$ cat config.mk
export PLATFORM = sky130hd
export DESIGN_NAME = busReqGen
export DESIGN_NICKNAME = d
export VERILOG_FILES = /design/src/rtl/busreq_pkg.sv /design/src/rtl/busReqPath.sv /design/src/rtl/busReqCtrl.sv /design/src/rtl/busReqGen.sv
export SDC_FILE = /design/constraint.sdc
export NUM_CORES = 1
export LEC_CHECK = 0
export ABC_AREA = 1
export CAP_MARGIN = 5
export CORE_MARGIN = 8
export CORE_UTILIZATION = 55
export DETAILED_ROUTE_END_ITERATION = 8
export DONT_BUFFER_PORTS = 1
export GPL_TIMING_DRIVEN = 0
export PLACE_DENSITY = 0.7
export SLEW_MARGIN = 40
export SYNTH_ARGS = -nofsm -noshare
export SYNTH_HDL_FRONTEND = slang
export SYNTH_SLANG_ARGS = --single-unit
$ cat constraint.sdc
create_clock -name clk -period 3.6 [get_ports clk]
set_clock_uncertainty 0.2 [all_clocks]
set_input_delay 0.36 -clock clk [delete_from_list [all_inputs] [get_ports clk]]
set_output_delay 0.36 -clock clk [all_outputs]
set_load 0.01 [all_outputs]
$ cat src/rtl/busreq_pkg.sv
package busreq_pkg;

  typedef enum logic [1:0] {
    KIND_FETCH = 2'd0,
    KIND_READ  = 2'd1,
    KIND_WRITE = 2'd2,
    KIND_CPU   = 2'd3
  } accKind_t;

  typedef enum logic [1:0] {
    SZ_BYTE = 2'd0,
    SZ_WORD = 2'd1,
    SZ_LONG = 2'd2,
    SZ_RSVD = 2'd3
  } accSize_t;

  localparam logic [2:0] FC_USER_DATA  = 3'd1;
  localparam logic [2:0] FC_USER_PROG  = 3'd2;
  localparam logic [2:0] FC_SUPER_DATA = 3'd5;
  localparam logic [2:0] FC_SUPER_PROG = 3'd6;
  localparam logic [2:0] FC_CPU_SPACE  = 3'd7;

  // strobes from control to datapath
  typedef struct packed {
    logic load;     // latch a new request
    logic step;     // advance to second word of a long access
    logic capture;  // take bus read data
    logic active;   // a bus cycle is in progress
  } ctrlStrobes_t;

  function automatic accSize_t effSize(input accKind_t kind, input accSize_t size);
    if (size == SZ_RSVD) return SZ_WORD;
    if (kind == KIND_FETCH && size == SZ_BYTE) return SZ_WORD;
    return size;
  endfunction

  function automatic logic [2:0] spaceCode(input accKind_t kind, input logic sup);
    unique case (kind)
      KIND_FETCH: return sup ? FC_SUPER_PROG : FC_USER_PROG;
      KIND_CPU:   return FC_CPU_SPACE;
      default:    return sup ? FC_SUPER_DATA : FC_USER_DATA;
    endcase
  endfunction

endpackage

$ cat src/rtl/busReqPath.sv
module busReqPath import busreq_pkg::*; #(
  parameter int ADDR_W = 32
) (
  input  logic              clk,
  input  logic              rstN,
  input  ctrlStrobes_t      strobes,
  input  logic              reqSuper,
  input  logic [1:0]        reqKind,
  input  logic [1:0]        reqSize,
  input  logic [ADDR_W-1:0] reqAddr,
  input  logic [31:0]       reqWdata,
  input  logic [15:0]       busRdata,
  input  logic              busAck,
  output logic              misalign,
  output logic              isLong,
  output logic [31:0]       respRdata,
  output logic              busRw,
  output logic [2:0]        busFc,
  output logic [4:0]        busStatus,
  output logic              busUds,
  output logic              busLds,
  output logic [ADDR_W-1:0] busAddr,
  output logic [15:0]       busWdata
);

  localparam logic [ADDR_W-1:0] WORD_STEP = ADDR_W'(2);

  accKind_t  kindIn;
  accSize_t  sizeIn;
  accSize_t  sizeQ;
  logic [2:0]        fcQ;
  logic              readQ;
  logic              notInsnQ;
  logic              secondQ;
  logic [ADDR_W-1:0] addrQ;
  logic [31:0]       wdataQ;
  logic [31:0]       rdataQ;

  assign kindIn   = accKind_t'(reqKind);
  assign sizeIn   = effSize(kindIn, accSize_t'(reqSize));
  assign misalign = (sizeIn != SZ_BYTE) && reqAddr[0];
  assign isLong   = (sizeQ == SZ_LONG);

  always_ff @(posedge clk) begin
    if (!rstN) begin
      fcQ      <= 3'd0;
      readQ    <= 1'b1;
      notInsnQ <= 1'b0;
      sizeQ    <= SZ_WORD;
      addrQ    <= '0;
      wdataQ   <= '0;
      rdataQ   <= '0;
      secondQ  <= 1'b0;
    end else begin
      if (strobes.load) begin
        fcQ      <= spaceCode(kindIn, reqSuper);
        readQ    <= (kindIn != KIND_WRITE);
        notInsnQ <= (kindIn != KIND_FETCH);
        sizeQ    <= sizeIn;
        addrQ    <= reqAddr;
        wdataQ   <= reqWdata;
        rdataQ   <= '0;
        secondQ  <= 1'b0;
      end else if (strobes.capture) begin
        unique case (sizeQ)
          SZ_BYTE: rdataQ <= {24'd0, addrQ[0] ? busRdata[7:0] : busRdata[15:8]};
          SZ_LONG: begin
            if (secondQ) rdataQ[15:0]  <= busRdata;
            else         rdataQ[31:16] <= busRdata;
          end
          default: rdataQ <= {16'd0, busRdata};
        endcase
        if (strobes.step) begin
          addrQ   <= addrQ + WORD_STEP;
          secondQ <= 1'b1;
        end
      end
    end
  end

  always_comb begin
    unique case (sizeQ)
      SZ_BYTE: busWdata = {wdataQ[7:0], wdataQ[7:0]};
      SZ_LONG: busWdata = secondQ ? wdataQ[15:0] : wdataQ[31:16];
      default: busWdata = wdataQ[15:0];
    endcase
  end

  assign busUds    = strobes.active && ((sizeQ != SZ_BYTE) || !addrQ[0]);
  assign busLds    = strobes.active && ((sizeQ != SZ_BYTE) || addrQ[0]);
  assign busAddr   = addrQ;
  assign busFc     = fcQ;
  assign busRw     = readQ;
  assign busStatus = {readQ, notInsnQ, fcQ};
  assign respRdata = rdataQ;

  // attributes hold while a cycle waits for acknowledge
  a_r9_attrs_stable: assert property (@(posedge clk) disable iff (!rstN)
    (strobes.active && !busAck) |=> ($stable(busAddr) && $stable(busStatus) && $stable(busWdata)));

  // second half of a long access sits two bytes above the first
  a_r5_second_addr: assert property (@(posedge clk) disable iff (!rstN)
    strobes.step |=> (busAddr == $past(busAddr) + WORD_STEP));

  // a byte cycle uses exactly one lane
  a_r4_byte_one_lane: assert property (@(posedge clk) disable iff (!rstN)
    (strobes.active && sizeQ == SZ_BYTE) |-> $onehot({busUds, busLds}));

  // no lane strobes outside a cycle
  a_r4_idle_no_lane: assert property (@(posedge clk) disable iff (!rstN)
    !strobes.active |-> !(busUds || busLds));

endmodule

$ cat src/rtl/busReqCtrl.sv
module busReqCtrl import busreq_pkg::*; (
  input  logic         clk,
  input  logic         rstN,
  input  logic         reqValid,
  input  logic         misalign,
  input  logic         isLong,
  input  logic         busAck,
  output logic         reqReady,
  output logic         respDone,
  output logic         respError,
  output ctrlStrobes_t strobes
);

  typedef enum logic [1:0] {
    ST_IDLE = 2'd0,
    ST_HIGH = 2'd1,
    ST_LOW  = 2'd2
  } ctrlState_t;

  ctrlState_t state;
  logic accept;

  assign accept   = reqValid && (state == ST_IDLE);
  assign reqReady = (state == ST_IDLE);

  always_comb begin
    strobes.load    = accept;
    strobes.active  = (state != ST_IDLE);
    strobes.capture = strobes.active && busAck;
    strobes.step    = (state == ST_HIGH) && busAck && isLong;
  end

  always_ff @(posedge clk) begin
    if (!rstN) begin
      state     <= ST_IDLE;
      respDone  <= 1'b0;
      respError <= 1'b0;
    end else begin
      respDone  <= 1'b0;
      respError <= 1'b0;
      unique case (state)
        ST_IDLE: begin
          if (accept) begin
            if (misalign) respError <= 1'b1;
            else          state <= ST_HIGH;
          end
        end
        ST_HIGH: begin
          if (busAck) begin
            if (isLong) state <= ST_LOW;
            else begin
              state    <= ST_IDLE;
              respDone <= 1'b1;
            end
          end
        end
        ST_LOW: begin
          if (busAck) begin
            state    <= ST_IDLE;
            respDone <= 1'b1;
          end
        end
        default: state <= ST_IDLE;
      endcase
    end
  end

  // a refused request never opens a bus cycle
  a_r3_no_cycle_on_reject: assert property (@(posedge clk) disable iff (!rstN)
    (accept && misalign) |=> (!strobes.active && respError));

  // completion and rejection are exclusive
  a_r8_done_err_exclusive: assert property (@(posedge clk) disable iff (!rstN)
    !(respDone && respError));

  // completion is a single-cycle pulse
  a_r8_done_pulse: assert property (@(posedge clk) disable iff (!rstN)
    respDone |=> !respDone);

  // a waiting cycle stays in the same phase
  a_r9_hold_until_ack: assert property (@(posedge clk) disable iff (!rstN)
    (state != ST_IDLE && !busAck) |=> (state == $past(state)));

endmodule

$ cat src/rtl/busReqGen.sv
module busReqGen import busreq_pkg::*; #(
  parameter int ADDR_W = 32
) (
  input  logic              clk,
  input  logic              rstN,
  input  logic              reqValid,
  output logic              reqReady,
  input  logic              reqSuper,
  input  logic [1:0]        reqKind,
  input  logic [1:0]        reqSize,
  input  logic [ADDR_W-1:0] reqAddr,
  input  logic [31:0]       reqWdata,
  output logic              respDone,
  output logic              respError,
  output logic [31:0]       respRdata,
  output logic              busAs,
  output logic              busRw,
  output logic [2:0]        busFc,
  output logic [4:0]        busStatus,
  output logic              busUds,
  output logic              busLds,
  output logic [ADDR_W-1:0] busAddr,
  output logic [15:0]       busWdata,
  input  logic [15:0]       busRdata,
  input  logic              busAck
);

  ctrlStrobes_t strobes;
  logic misalign;
  logic isLong;

  busReqCtrl ctrl (
    .clk       (clk),
    .rstN      (rstN),
    .reqValid  (reqValid),
    .misalign  (misalign),
    .isLong    (isLong),
    .busAck    (busAck),
    .reqReady  (reqReady),
    .respDone  (respDone),
    .respError (respError),
    .strobes   (strobes)
  );

  busReqPath #(.ADDR_W(ADDR_W)) path (
    .clk       (clk),
    .rstN      (rstN),
    .strobes   (strobes),
    .reqSuper  (reqSuper),
    .reqKind   (reqKind),
    .reqSize   (reqSize),
    .reqAddr   (reqAddr),
    .reqWdata  (reqWdata),
    .busRdata  (busRdata),
    .busAck    (busAck),
    .misalign  (misalign),
    .isLong    (isLong),
    .respRdata (respRdata),
    .busRw     (busRw),
    .busFc     (busFc),
    .busStatus (busStatus),
    .busUds    (busUds),
    .busLds    (busLds),
    .busAddr   (busAddr),
    .busWdata  (busWdata)
  );

  assign busAs = strobes.active;

  // read/write line agrees with the status word
  a_r2_rw_matches_status: assert property (@(posedge clk) disable iff (!rstN)
    busAs |-> (busRw == busStatus[4]));

endmodule

-- Word-level counts from Yosys, hierarchy flattened
Index checks and enable logic that the tools add are counted.
- bits of input ports: 89
- flip-flop bits (word level): 108
- output and inout bits: 95
- $add $sub $neg: 1
- mux-type cells: 30
- equal/unequal tests: 12
- reductions and logical operators: 28
- bitwise gates (word level): 1
- operators by type and width (kind ; number):
    32-bit two-way mux ; 3
    32-bit case mux with 2 select lines ; 1
    16-bit two-way mux ; 3
    32-bit by 2-bit adder with 32-bit output (second input constant) ; 1
    16-bit case mux with 2 select lines ; 1
    2-bit two-way mux ; 9
    2-bit nonzero test ; 6
    2-bit != test (second input constant) ; 5
    2-bit equality test (second input constant) ; 4
    1-bit logical AND ; 8
    2-bit zero test ; 4
    8-bit two-way mux ; 1
    2-bit AND reduction ; 4
    1-bit two-way mux ; 7
    3-bit two-way mux ; 2
    2-bit case mux with 3 select lines ; 1
    3-bit case mux with 2 select lines ; 1
    2-bit by 1-bit != test with 1-bit output (second input constant) ; 2
    4-bit AND reduction ; 1
    3-bit AND reduction ; 1
    2-bit by 1-bit equality test with 1-bit output (second input constant) ; 1
    1-bit logical OR ; 2
    1-bit case mux with 2 select lines ; 1
    2-bit OR reduction ; 1
    other kinds (2) ; 2

-- Depth between registers and ports, before layout
Gate-level depths: netlist of run 1.
- depth in word-level cells: 11
- depth in mapped cells: 11

-- Modules after synthesis
Synthesis of run 1 repeated with hierarchy kept, for this count alone.
- cells, all modules: 799
- area, all modules: 5714.2 um^2
- by module, submodules not included (module ; times used ; seq. area each (um^2) ; area each (um^2) ; cells each):
    busReqPath ; 1 ; 2082.0 ; 5416.4 ; 753
    busReqCtrl ; 1 ; 80.1 ; 297.8 ; 46

-- Least setup slack after synthesis of run 1
No wires, ideal clock.
- path kind: register to register
- start: register ctrl.state[0]
- end: register path.addrQ[13] (netlist: path.busAddr[13])
- path slack: 1743 ps
- arrival: 1547 ps
- cell stages (with the launch flop): 12
- path buffers: 1
- path through: dfxtp_1 -> inv_1 -> ha_1 -> nor2_4 -> nand3_4 -> inv_1 -> buf_2 -> nand4_1 -> nand3_1 -> nand3_1 -> nand2_1 -> inv_1
- elaborated cells on any way between the ends: 11
- RTL lines (what ; line ; text):
    start: declaration ; busReqCtrl.sv:20 ; ctrlState_t state;
    start signal: assignment ; busReqCtrl.sv:35 ; state <= ST_IDLE;
    start signal: assignment ; busReqCtrl.sv:45 ; else state <= ST_HIGH;
    start signal: assignment ; busReqCtrl.sv:50 ; if (isLong) state <= ST_LOW;
    2-bit zero test (*) ; - ;
    via reqReady ; busReqGen.sv:7 ; output logic reqReady,
    1-bit logical AND (*) ; busReqCtrl.sv:23 ; assign accept = reqValid && (state == ST_IDLE);
    2-bit nonzero test (no source line) ; - ;
    2-bit AND reduction (no source line) ; - ;
    end signal: assignment ; busReqPath.sv:60 ; addrQ <= reqAddr;
    end signal: assignment ; busReqPath.sv:74 ; addrQ <= addrQ + WORD_STEP;
    end: declaration ; busReqPath.sv:35 ; logic [ADDR_W-1:0] addrQ;
Mark *: on every way through the listed nets, which the timed path passes. The rest lies on a longest branch.
A chain may end at the register's enable or synchronous reset.

-- Worst setup path after layout of run 1
- start: register ctrl.state[0]
- end: register path.sizeQ[1]
- longest elaborated chain between the ends: 2
- RTL lines (what ; line ; text):
    2-bit zero test ; - ;
    via reqReady ; busReqGen.sv:7 ;
    1-bit logical AND ; busReqCtrl.sv:23 ;
    end signal: assignment ; busReqPath.sv:59 ; sizeQ <= sizeIn;
    end: declaration ; busReqPath.sv:30 ; accSize_t sizeQ;
The timed path passes the listed nets, and every way through them passes these cells.

==> results of run 1 <==
## per-layer routing
layer | global-route usage [%] | vias up
li1 | - | 2774
met1 | 29.40 | 2671
met2 | 48.05 | 251
met3 | 6.880 | 53
met4 | 13.75 | 0
met5 | 0 | -
## cells by family (layout without fill, tap and decap cells)
kind of cell,after synthesis,after routing,share of synthesized area [%]
adder cells (fa/ha/maj),8,8,1.853
AND/OR/NAND/NOR,416,416,32.85
buffers and inverters,113,199,8.872
flip-flops,108,108,40.03
AO/OA/AOI/OAI,153,153,16.40
## path summary, 6_finish.rpt
kind                           to  slack [ns]  cells past startpoint
setup reg to reg    path.sizeQ[1]        0.77                      9
setup / recovery    path.sizeQ[1]        0.77                      9
hold / removal    path.busAddr[3]        0.01                      2
hold reg to reg    path.wdataQ[9]        0.29                      2
## worst max-delay path, cell delays in order, from the launching register on
cell and delay (ns):
dfxtp_1 0.33, inv_1 0.11, ha_1 0.43, nand2_2 0.26, inv_2 0.22, nor2_1 0.10
inv_2 0.16, buf_2 0.27, o32ai_1 0.10, dlygate4sd3_1 0.55
## Yosys cell counts, types with 2 or more instances
cell type / instances / area, sq um
a22o_1: 8 / 70.07
a21oi_1: 62 / 310.3
a31oi_1: 21 / 131.4
buf_4: 5 / 37.54
nor2_2: 6 / 37.54
nor2_1: 94 / 352.8
inv_1: 67 / 251.5
o21ai_1: 2 / 10.01
nand4_1: 4 / 25.02
nand3_1: 75 / 375.4
nor3_1: 3 / 15.01
o221ai_1: 8 / 70.07
and2_1: 2 / 12.51
inv_2: 6 / 22.52
nand2_1: 220 / 825.8
nand2_2: 3 / 18.77
o21ai_0: 40 / 200.2
ha_1: 8 / 100.1
buf_2: 23 / 115.1
o211ai_1: 8 / 60.06
nor2_4: 4 / 45.04
clkbuf_1: 10 / 37.54
o32ai_1: 2 / 17.52
dfxtp_1: 108 / 2162
## through the flow
stage / instance area, sq um / std cells / worst slack (ns) / hold slack [ns] / util, %
2_1_floorplan: 5401 / 798 / 1.743 / 0.2295 / -
3_3_place_gp: 5568 / 931 / 1.367 / 0.2440 / 57.76
3_5_place_dp: 5568 / 931 / 1.296 / 0.2549 / 57.76
4_1_cts: 6476 / 1017 / 0.7446 / 0.005025 / 67.19
5_1_grt: 6476 / 1017 / 0.6147 / 0.03599 / 67.19
6_report: 6476 / 1017 / 0.7658 / 0.01263 / 67.19
## power breakdown
group          total, mW  switching, mW  internal, mW  leakage [nW]
Combinational      0.659          0.426         0.233          1.40
Clock              0.780          0.439         0.341        0.0992
Sequential          1.44          0.140          1.30         0.882
Total               2.88           1.00          1.88          2.38
## sequential cells by signal, indices dropped and copies added, names as in the netlist
| register | flops |
|---|---|
| path.busFc | 3 |
| path.secondQ | 1 |
| path.notInsnQ | 1 |
| path.busAddr | 32 |
| path.sizeQ | 2 |
| ctrl.state | 2 |
| path.wdataQ | 32 |
| path.respRdata | 32 |
| ctrl.respError | 1 |
| ctrl.respDone | 1 |
| path.busRw | 1 |
## cell type report
| cell class | instances | area (sq um) |
|---|---|---|
| Tap cell | 133 | 166.4 |
| Clock buffer | 10 | 137.6 |
| Clock inverter | 5 | 60.06 |
| Buffer | 39 | 201.4 |
| Inverter | 74 | 277.8 |
| Sequential cell | 108 | 2162 |
| Fill cell | 909 | 3163 |
| Multi-Input combinational cell | 577 | 2760 |
| Timing Repair Buffer | 71 | 710.7 |
==> flow_metrics.env, run 1 <==
export IMPL_grt_max_degree=18
export IMPL_hold_violations=0
export IMPL_setup_tns_ns=0
export IMPL_syn_cell_area_sq_mm=0.005401
export IMPL_die_area_sq_mm=0.01325
export IMPL_layout_commonest_cell="nand2_1"
export IMPL_start_util_pct=56.04
export IMPL_async_flop_share_pct=0
export IMPL_finalWeightedCongestion=0.9752
export IMPL_grt_pass1_vias=5678
export IMPL_die_y_um=115.1
export IMPL_power_leakage_nw=2.383
export IMPL_antenna_found_initial=0
export IMPL_routed_wl_um=17990
export IMPL_grt_remaining_overflow=0
export IMPL_clockBufferDepth=2
export IMPL_crit_type="reg -> reg"
export IMPL_top_layer="met4"
export IMPL_die_w_um=115.1
export IMPL_ys_flop_type="dfxtp_1"
export IMPL_dr_total_vias=5749
export IMPL_synth_edf_count=0
export IMPL_pin_count=184
export IMPL_place_detailed_hpwl_um=13220
export IMPL_finalCritPeriodShare_pct=78.73
export IMPL_cts_resized=0
export IMPL_antenna_left=0
export IMPL_finalMaxSlewViolations=0
export IMPL_cp_startpoint="ctrl.state[0]"
export IMPL_met2_length_um=8807
export IMPL_core_area_sq_mm=0.009639
export IMPL_cts_setup_buffers=0
export IMPL_cp_end_kind="register"
export IMPL_vias_per_cell=5.653
export IMPL_timing_fmax_ghz=0.3528
export IMPL_syn_nets=895
export IMPL_drv_cap=0
export IMPL_fin_crit_ns=2.834
export IMPL_track_usage_pct=27.14
export IMPL_setup_viol=0
export IMPL_worstPathRequired_ns=3.68
export IMPL_final_cell_mix="220 x nand2_1, 108 x dfxtp_1, 94 x nor2_1"
export IMPL_cts_sinks=108
export IMPL_synthDistinctLibCells=33
export IMPL_ir_worst_vdd_mv=0.2076
export IMPL_p_per_area_mw_per_mm2=445.2
export IMPL_port_buffers=0
export IMPL_htreeDepth=3
export IMPL_syn_mean_instance_area_sq_um=6.769
export IMPL_met1_length_um=6988
export IMPL_yosysWarningCount=0
export IMPL_crit_fanout=10
export IMPL_initialDrtViolationCount=474
export IMPL_cp_start_kind="register"
export IMPL_worst_pin_slew_ns=0.7401
export IMPL_cts_tree="built"
export IMPL_wl_per_cell_um=17.69
export IMPL_status="finished clean"
export IMPL_timing_slew_headroom_pct=50.66
export IMPL_drtPass1Iterations=5
export IMPL_diodes=0
export IMPL_row_count=36
export IMPL_layout_nets=977
export IMPL_total_power_mw=2.883
export IMPL_r2r_start="ctrl.state[0]"
export IMPL_ctsHoldBuffers=71
export IMPL_rsz0062_at_grt="no"
export IMPL_synthCells=798
export IMPL_holdCritPathClass="in -> reg"
export IMPL_wl_met3_um=1504
export IMPL_root_buffer="clkbuf_8"
export IMPL_clk_pin_slew_ns=0.11
export IMPL_hp_start="reqAddr[3]"
export IMPL_layout_drive_gt1_share_pct=7.692
export IMPL_area_growth_synth_to_final_pct=19.90
export IMPL_clk_latency_ns=0.38
export IMPL_synth_seq_area_share_pct=40.03
export IMPL_grt_pass1_wl_um=28610
export IMPL_ys_ff_latch=108
export IMPL_drc=0
export IMPL_cp_arrival_ns=2.92
export IMPL_cts_buffers=9
Power figures use the tool's default switching activity.
==> run 2: changes to the inputs <==
--- a/config.mk
+++ b/config.mk
@@ -5,14 +5,14 @@
 export SDC_FILE = /design/constraint.sdc
 export NUM_CORES = 1
 export LEC_CHECK = 0
-export ABC_AREA = 1
+export ABC_AREA = 0
 export CAP_MARGIN = 5
 export CORE_MARGIN = 8
 export CORE_UTILIZATION = 55
 export DETAILED_ROUTE_END_ITERATION = 8
 export DONT_BUFFER_PORTS = 1
 export GPL_TIMING_DRIVEN = 0
-export PLACE_DENSITY = 0.7
+export PLACE_DENSITY = 0.73
 export SLEW_MARGIN = 40
 export SYNTH_ARGS = -nofsm -noshare
 export SYNTH_HDL_FRONTEND = slang
==> constraint.sdc (replaced) <==
create_clock -name clk -period 2.4 [get_ports clk]
set_clock_uncertainty 0.2 [all_clocks]
set_input_delay 0.24 -clock clk [delete_from_list [all_inputs] [get_ports clk]]
set_output_delay 0.24 -clock clk [all_outputs]
set_load 0.01 [all_outputs]
==> run 2 against run 1 <==
Sequential cell count is the same; combinational power down 7.6%; wire length is 8.0% lower; first-iteration DRC count fell by 3.6%; critical endpoint is now path.busAddr[28]; hold slack gained 0.023 ns; highest routed layer unchanged.
==> flow_metrics.env, run 2 <==
export IMPL_status="finished clean"
export IMPL_grt_pass1_vias=5058
export IMPL_regToRegSetupSlack_ns=0.09
export IMPL_grt_pass1_wl_um=26520
export IMPL_setup_tns_ns=0
export IMPL_wl_per_cell_um=19.67
export IMPL_cts_tree="built"
export IMPL_cp_arrival_ns=2.34
export IMPL_r2r_start="path.busAddr[5]"
export IMPL_syn_cell_area_sq_mm=0.004991
export IMPL_synth_top_area_share_pct=43.32
export IMPL_drtPass1Iterations=5
export IMPL_vias_per_cell=6.012
export IMPL_netlist_top_cells_count="108 x dfxtp_1, 108 x nand2_1, 79 x a21oi_1"
export IMPL_core_area_sq_mm=0.008763
export IMPL_fin_crit_ns=2.310
export IMPL_ys_ff_latch=108
export IMPL_place_detailed_hpwl_um=11580
export IMPL_r2r_cells=6
export IMPL_timing_fmax_ghz=0.4330
export IMPL_yosysWarningCount=0
export IMPL_drc=0
export IMPL_hold_violations=0
export IMPL_finalMaxSlewViolations=0
export IMPL_holdCritPathClass="in -> reg"
export IMPL_setup_viol=0
export IMPL_p_per_area_mw_per_mm2=590.5
export IMPL_crit_type="reg -> reg"
export IMPL_cts_sinks=108
export IMPL_syn_mean_instance_area_sq_um=7.960
export IMPL_ys_flop_type="dfxtp_1"
export IMPL_start_util_pct=56.95
export IMPL_die_y_um=111.3
export IMPL_pin_count=184
export IMPL_row_count=34
export IMPL_track_usage_pct=25.56
export IMPL_yosys_top_cells_area="dfxtp_1 43%, nand2_1 8.1%, a21oi_1 7.9%, nor2_1 5.2%, o21ai_0 4.2%"
export IMPL_async_flop_share_pct=0
export IMPL_root_buffer="clkbuf_8"
export IMPL_clockBufferDepth=2
export IMPL_antenna_found_initial=1
export IMPL_cts_buffers=9
export IMPL_layout_nets=824
export IMPL_port_buffers=0
export IMPL_clk_pin_slew_ns=0.11
export IMPL_layout_drive_gt1_share_pct=9.973
export IMPL_worst_pin_slew_ns=0.6057
export IMPL_antenna_left=0
export IMPL_worstPathRequired_ns=2.43
export IMPL_initialDrtViolationCount=457
export IMPL_synth_edf_count=0
export IMPL_cp_end_kind="register"
export IMPL_finalWeightedCongestion=0.8709
export IMPL_final_cell_mix="108 x nand2_1, 106 x dfxtp_1, 88 x dlygate4sd3_1"
export IMPL_dr_total_vias=5056
export IMPL_hp_start="reqKind[1]"
export IMPL_cp_start_kind="register"
export IMPL_area_growth_synth_to_final_pct=25.95
export IMPL_routed_wl_um=16540
export IMPL_power_leakage_nw=2.269
export IMPL_htreeDepth=3
export IMPL_r2r_end="path.busAddr[28]"
export IMPL_synthCells=627
export IMPL_whs_ns=0.03591
export IMPL_drv_cap=0
export IMPL_grt_remaining_overflow=0
export IMPL_hold_depth=3
export IMPL_crit_fanout=7
export IMPL_clk_latency_ns=0.36
export IMPL_final_util_pct=71.73
export IMPL_postLayoutSetupSlackWorst_ns=0.09032
export IMPL_yosysTopAreaCell="dfxtp_1"
export IMPL_ir_worst_vdd_mv=0.4064
export IMPL_grt_max_degree=20
export IMPL_synthDistinctLibCells=50
export IMPL_total_power_mw=3.712
export IMPL_layout_commonest_cell="nand2_1"
export IMPL_synth_seq_area_share_pct=43.32
export IMPL_finalCritPeriodShare_pct=96.24
export IMPL_die_area_sq_mm=0.01238
export IMPL_syn_nets=724
export IMPL_die_w_um=111.3
export IMPL_timing_slew_headroom_pct=59.62
export IMPL_dpl_worst_slack_ns=-0.4012
export IMPL_min_to="path.busFc[2]"
==> run 2: cell type report <==
class                      instances  area (sq um)
antenna                            1         2.502
buffer                            44         227.7
clock buffer                       9         123.9
clock inverter                     7         58.81
fill                             690          2477
inverter                          14         52.55
multi-input combinational        460          2625
sequential                       108          2165
tap                              108         135.1
timing repair buffer              90         895.9
==> run 2: worst max-delay path by stage <==
stage | startpoint | endpoint | slack [ns] | cells after the start
after detailed placement | ctrl.state[0] | path.respRdata[29] | -0.40 | 7
after global placement | ctrl.state[0] | path.respRdata[21] | -0.34 | 7
after global routing | ctrl.state[0] | path.wdataQ[16] | -0.006 | 7
after CTS | ctrl.state[0] | path.busAddr[16] | 0.0009 | 7
after floorplan | ctrl.state[0] | path.busAddr[16] | 0.17 | 7
final | path.busAddr[5] | path.busAddr[28] | 0.09 | 6
==> run 2: cell families (layout without fill, tap and decap cells) <==
group,Yosys count,after routing,share of synthesized area [%]
AO/OA/AOI/OAI,165,165,19.10
flip-flops,108,108,43.32
XOR/XNOR,24,24,4.212
multiplexers,10,10,2.206
adder cells (fa/ha/maj),8,8,2.006
AND/OR/NAND/NOR,253,253,23.74
other,0,1,0
buffers and inverters,59,164,5.415
==> run 2: report_power, final <==
part	switching, mW	leakage [nW]	total (mW)	internal (mW)
Combinational	0.350	1.29	0.609	0.260
Sequential	0.145	0.886	2.04	1.89
Clock	0.670	0.0921	1.07	0.395
==> run 2: per-layer routing <==
| metal | vias to the layer above | wire length (um) | track usage [%] |
|---|---|---|---|
| li1 | 2382 | - | - |
| met1 | 2385 | 6691 | 30.83 |
| met2 | 258 | 8022 | 42.08 |
| met3 | 31 | 1576 | 8.604 |
| met4 | 0 | 251 | 7.289 |
| met5 | - | 0 | 0 |
==> run 2: what timing repair did <==
action / 4_1_cts / 5_1_grt
endpoints found under the hold margin: 106 / 0
endpoints found under the setup margin: 88 / 67
resized for setup: 14 / 18
setup buffers: 0 / 2
pin swaps: 0 / 1
hold buffers: 88 / 0
==> run 2: through the flow <==
stage | area [sq um] | std cells
after CTS | 6231 | 839
after detailed placement | 5126 | 735
after global routing | 6286 | 841
after global placement | 5126 | 735
final | 6286 | 841
after floorplan | 4991 | 627
==> run 2: worst max-delay path, stage by stage, from the launching register on <==
cell and delay [ns]:
dfxtp_1 0.52, nand4_4 0.22, or4_4 0.57, buf_6 0.16, nor4b_2 0.28, xnor2_1 0.16
o21ai_1 0.08
==> run 3: changes to the inputs <==
--- a/config.mk
+++ b/config.mk
@@ -11,7 +11,6 @@
 export CORE_UTILIZATION = 55
 export DETAILED_ROUTE_END_ITERATION = 8
 export DONT_BUFFER_PORTS = 1
-export GPL_TIMING_DRIVEN = 0
 export PLACE_DENSITY = 0.73
 export SLEW_MARGIN = 40
 export SYNTH_ARGS = -nofsm -noshare
==> run 3 against run 2 <==
Core utilization down 0.13 points; fmax up 1.3%; die area unchanged; hold slack worse by 0.025 ns; sequential share of layout area about the same; wire length down 2.8%; critical endpoint is now path.busFc[2].
==> flow_metrics.env, run 3 (synthesized netlist as in run 2, its figures left out) <==
export IMPL_place_detailed_hpwl_um=10190
export IMPL_seq_area_sq_mm=0.002162
export IMPL_layoutNonFillerInstCount=824
export IMPL_r2r_cells=8
export IMPL_vias_per_cell=6.027
export IMPL_placed_cells=715
export IMPL_finalWeightedCongestion=0.8263
export IMPL_dr_total_vias=4966
export IMPL_antenna_left=0
export IMPL_root_buffer="clkbuf_8"
export IMPL_cp_start_kind="register"
export IMPL_cp_end_kind="register"
export IMPL_p_per_area_mw_per_mm2=606.3
export IMPL_drv_cap=0
export IMPL_antenna_found_initial=2
export IMPL_drtPass1Iterations=5
export IMPL_layout_commonest_cell="dfxtp_1"
export IMPL_drc=0
export IMPL_area_growth_synth_to_final_pct=25.72
export IMPL_whs_ns=0.01113
export IMPL_worst_pin_slew_ns=0.8080
export IMPL_die_area_sq_mm=0.01238
export IMPL_setup_viol=0
export IMPL_status="finished clean"
export IMPL_routed_wl_um=16070
export IMPL_timing_slew_headroom_pct=46.06
export IMPL_clk_latency_ns=0.36
export IMPL_die_y_um=111.3
export IMPL_row_count=34
export IMPL_hold_depth=3
export IMPL_layout_drive_gt1_share_pct=9.804
export IMPL_start_util_pct=56.95
export IMPL_cp_arrival_ns=2.31
export IMPL_clockBufferDepth=2
export IMPL_die_w_um=111.3
export IMPL_finalCritPeriodShare_pct=95.02
export IMPL_core_area_sq_mm=0.008763
export IMPL_finalMaxSlewViolations=0
export IMPL_hold_violations=0
export IMPL_fin_area_sq_mm=0.006275
export IMPL_grt_pass1_wl_um=25120
export IMPL_dpl_instance_area_sq_mm=0.005130
export IMPL_timing_fmax_ghz=0.4385
export IMPL_clk_pin_slew_ns=0.11
export IMPL_crit_type="reg -> reg"
export IMPL_crit_fanout=22
export IMPL_wl_per_cell_um=19.51
export IMPL_htreeDepth=3
export IMPL_ir_worst_vdd_mv=0.3061
export IMPL_grt_max_degree=47
export IMPL_rsz0062_at_grt="no"
export IMPL_layout_nets=806
export IMPL_holdCritPathClass="in -> reg"
export IMPL_cts_setup_buffers=0
export IMPL_final_util_pct=71.60
export IMPL_setup_tns_ns=0
export IMPL_final_cell_mix="108 x dfxtp_1, 107 x nand2_1, 89 x dlygate4sd3_1"
export IMPL_pin_count=184
export IMPL_initialDrtViolationCount=445
export IMPL_fill_cells=679
export IMPL_multi_input_area_sq_mm=0.002581
export IMPL_grt_remaining_overflow=0
export IMPL_cts_sinks=108
export IMPL_track_usage_pct=24.22
export IMPL_port_buffers=0
export IMPL_worstPathRequired_ns=2.42
export IMPL_fin_crit_ns=2.280
export IMPL_cts_tree="built"
export IMPL_grt_pass1_vias=4920
export IMPL_cts_buffers=9
export IMPL_power_leakage_nw=2.279
==> run 3: cell count changes in the layout (fill, tap and decap cells not counted), sizes merged <==
cell | before | now
dlygate4sd3 | 88 | 89
inv | 16 | 17
diode | 1 | 2
clkbuf | 41 | 10
bufinv | 0 | 1
clkinv | 4 | 2
buf | 14 | 26
==> run 3: worst paths after layout <==
check             startpoint  slack, ns               to
min               reqSize[1]       0.01   ctrl.respError
max reg2reg    ctrl.state[0]       0.12    path.busFc[2]
min reg2reg  path.wdataQ[14]       0.26  path.wdataQ[14]
max            ctrl.state[0]       0.12    path.busFc[2]
==> run 3: worst max-delay path, stage by stage (launching register included) <==
cell           delay [ns]
dfxtp_1              0.34
inv_1                0.08
ha_1                 0.16
buf_4                0.22
nand2_8              0.13
buf_12               0.19
nor3_1               0.18
dlygate4sd3_1        0.59
nor3_1               0.05
==> run 3: through the flow <==
step | total power [mW] | setup slack (ns)
floorplan | 2.389 | 0.1742
global placement | 2.498 | 0.2817
detailed placement | 2.516 | 0.2175
CTS | 3.785 | 0.06975
global route | 3.962 | 0.01790
finish | 3.804 | 0.1196
==> run 3: area by class of cell <==
cell class                 instances  area share, %
timing repair buffer             116          18.07
tap                              108          2.154
clock inverter                     7          1.296
sequential                       108          34.46
clock buffer                       9          1.974
inverter                          14         0.8375
multi-input combinational        460          41.14
antenna                            2        0.07976
==> run 3: power by group <==
| group | switching [mW] | total [mW] | internal (mW) |
|---|---|---|---|
| Clock | 0.660 | 1.16 | 0.500 |
| Sequential | 0.136 | 2.03 | 1.89 |
| Combinational | 0.344 | 0.616 | 0.272 |
| Total | 1.14 | 3.80 | 2.66 |
==> run 3: timing repair <==
action                                  in CTS  in global routing
hold endpoints to repair                   106                  4
endpoints found under the setup margin       0                  1
resized for setup                            0                  2
hold buffers                                89                  1
==> run 3: metal layers <==
| metal | track usage (%) | vias up | wire length [um] |
|---|---|---|---|
| met5 | 0 | - | 0 |
| met4 | 8.978 | 0 | 360 |
| met3 | 8.279 | 31 | 1516 |
| met2 | 41.29 | 247 | 8017 |
| met1 | 27.23 | 2345 | 6180 |
| li1 | - | 2343 | - |
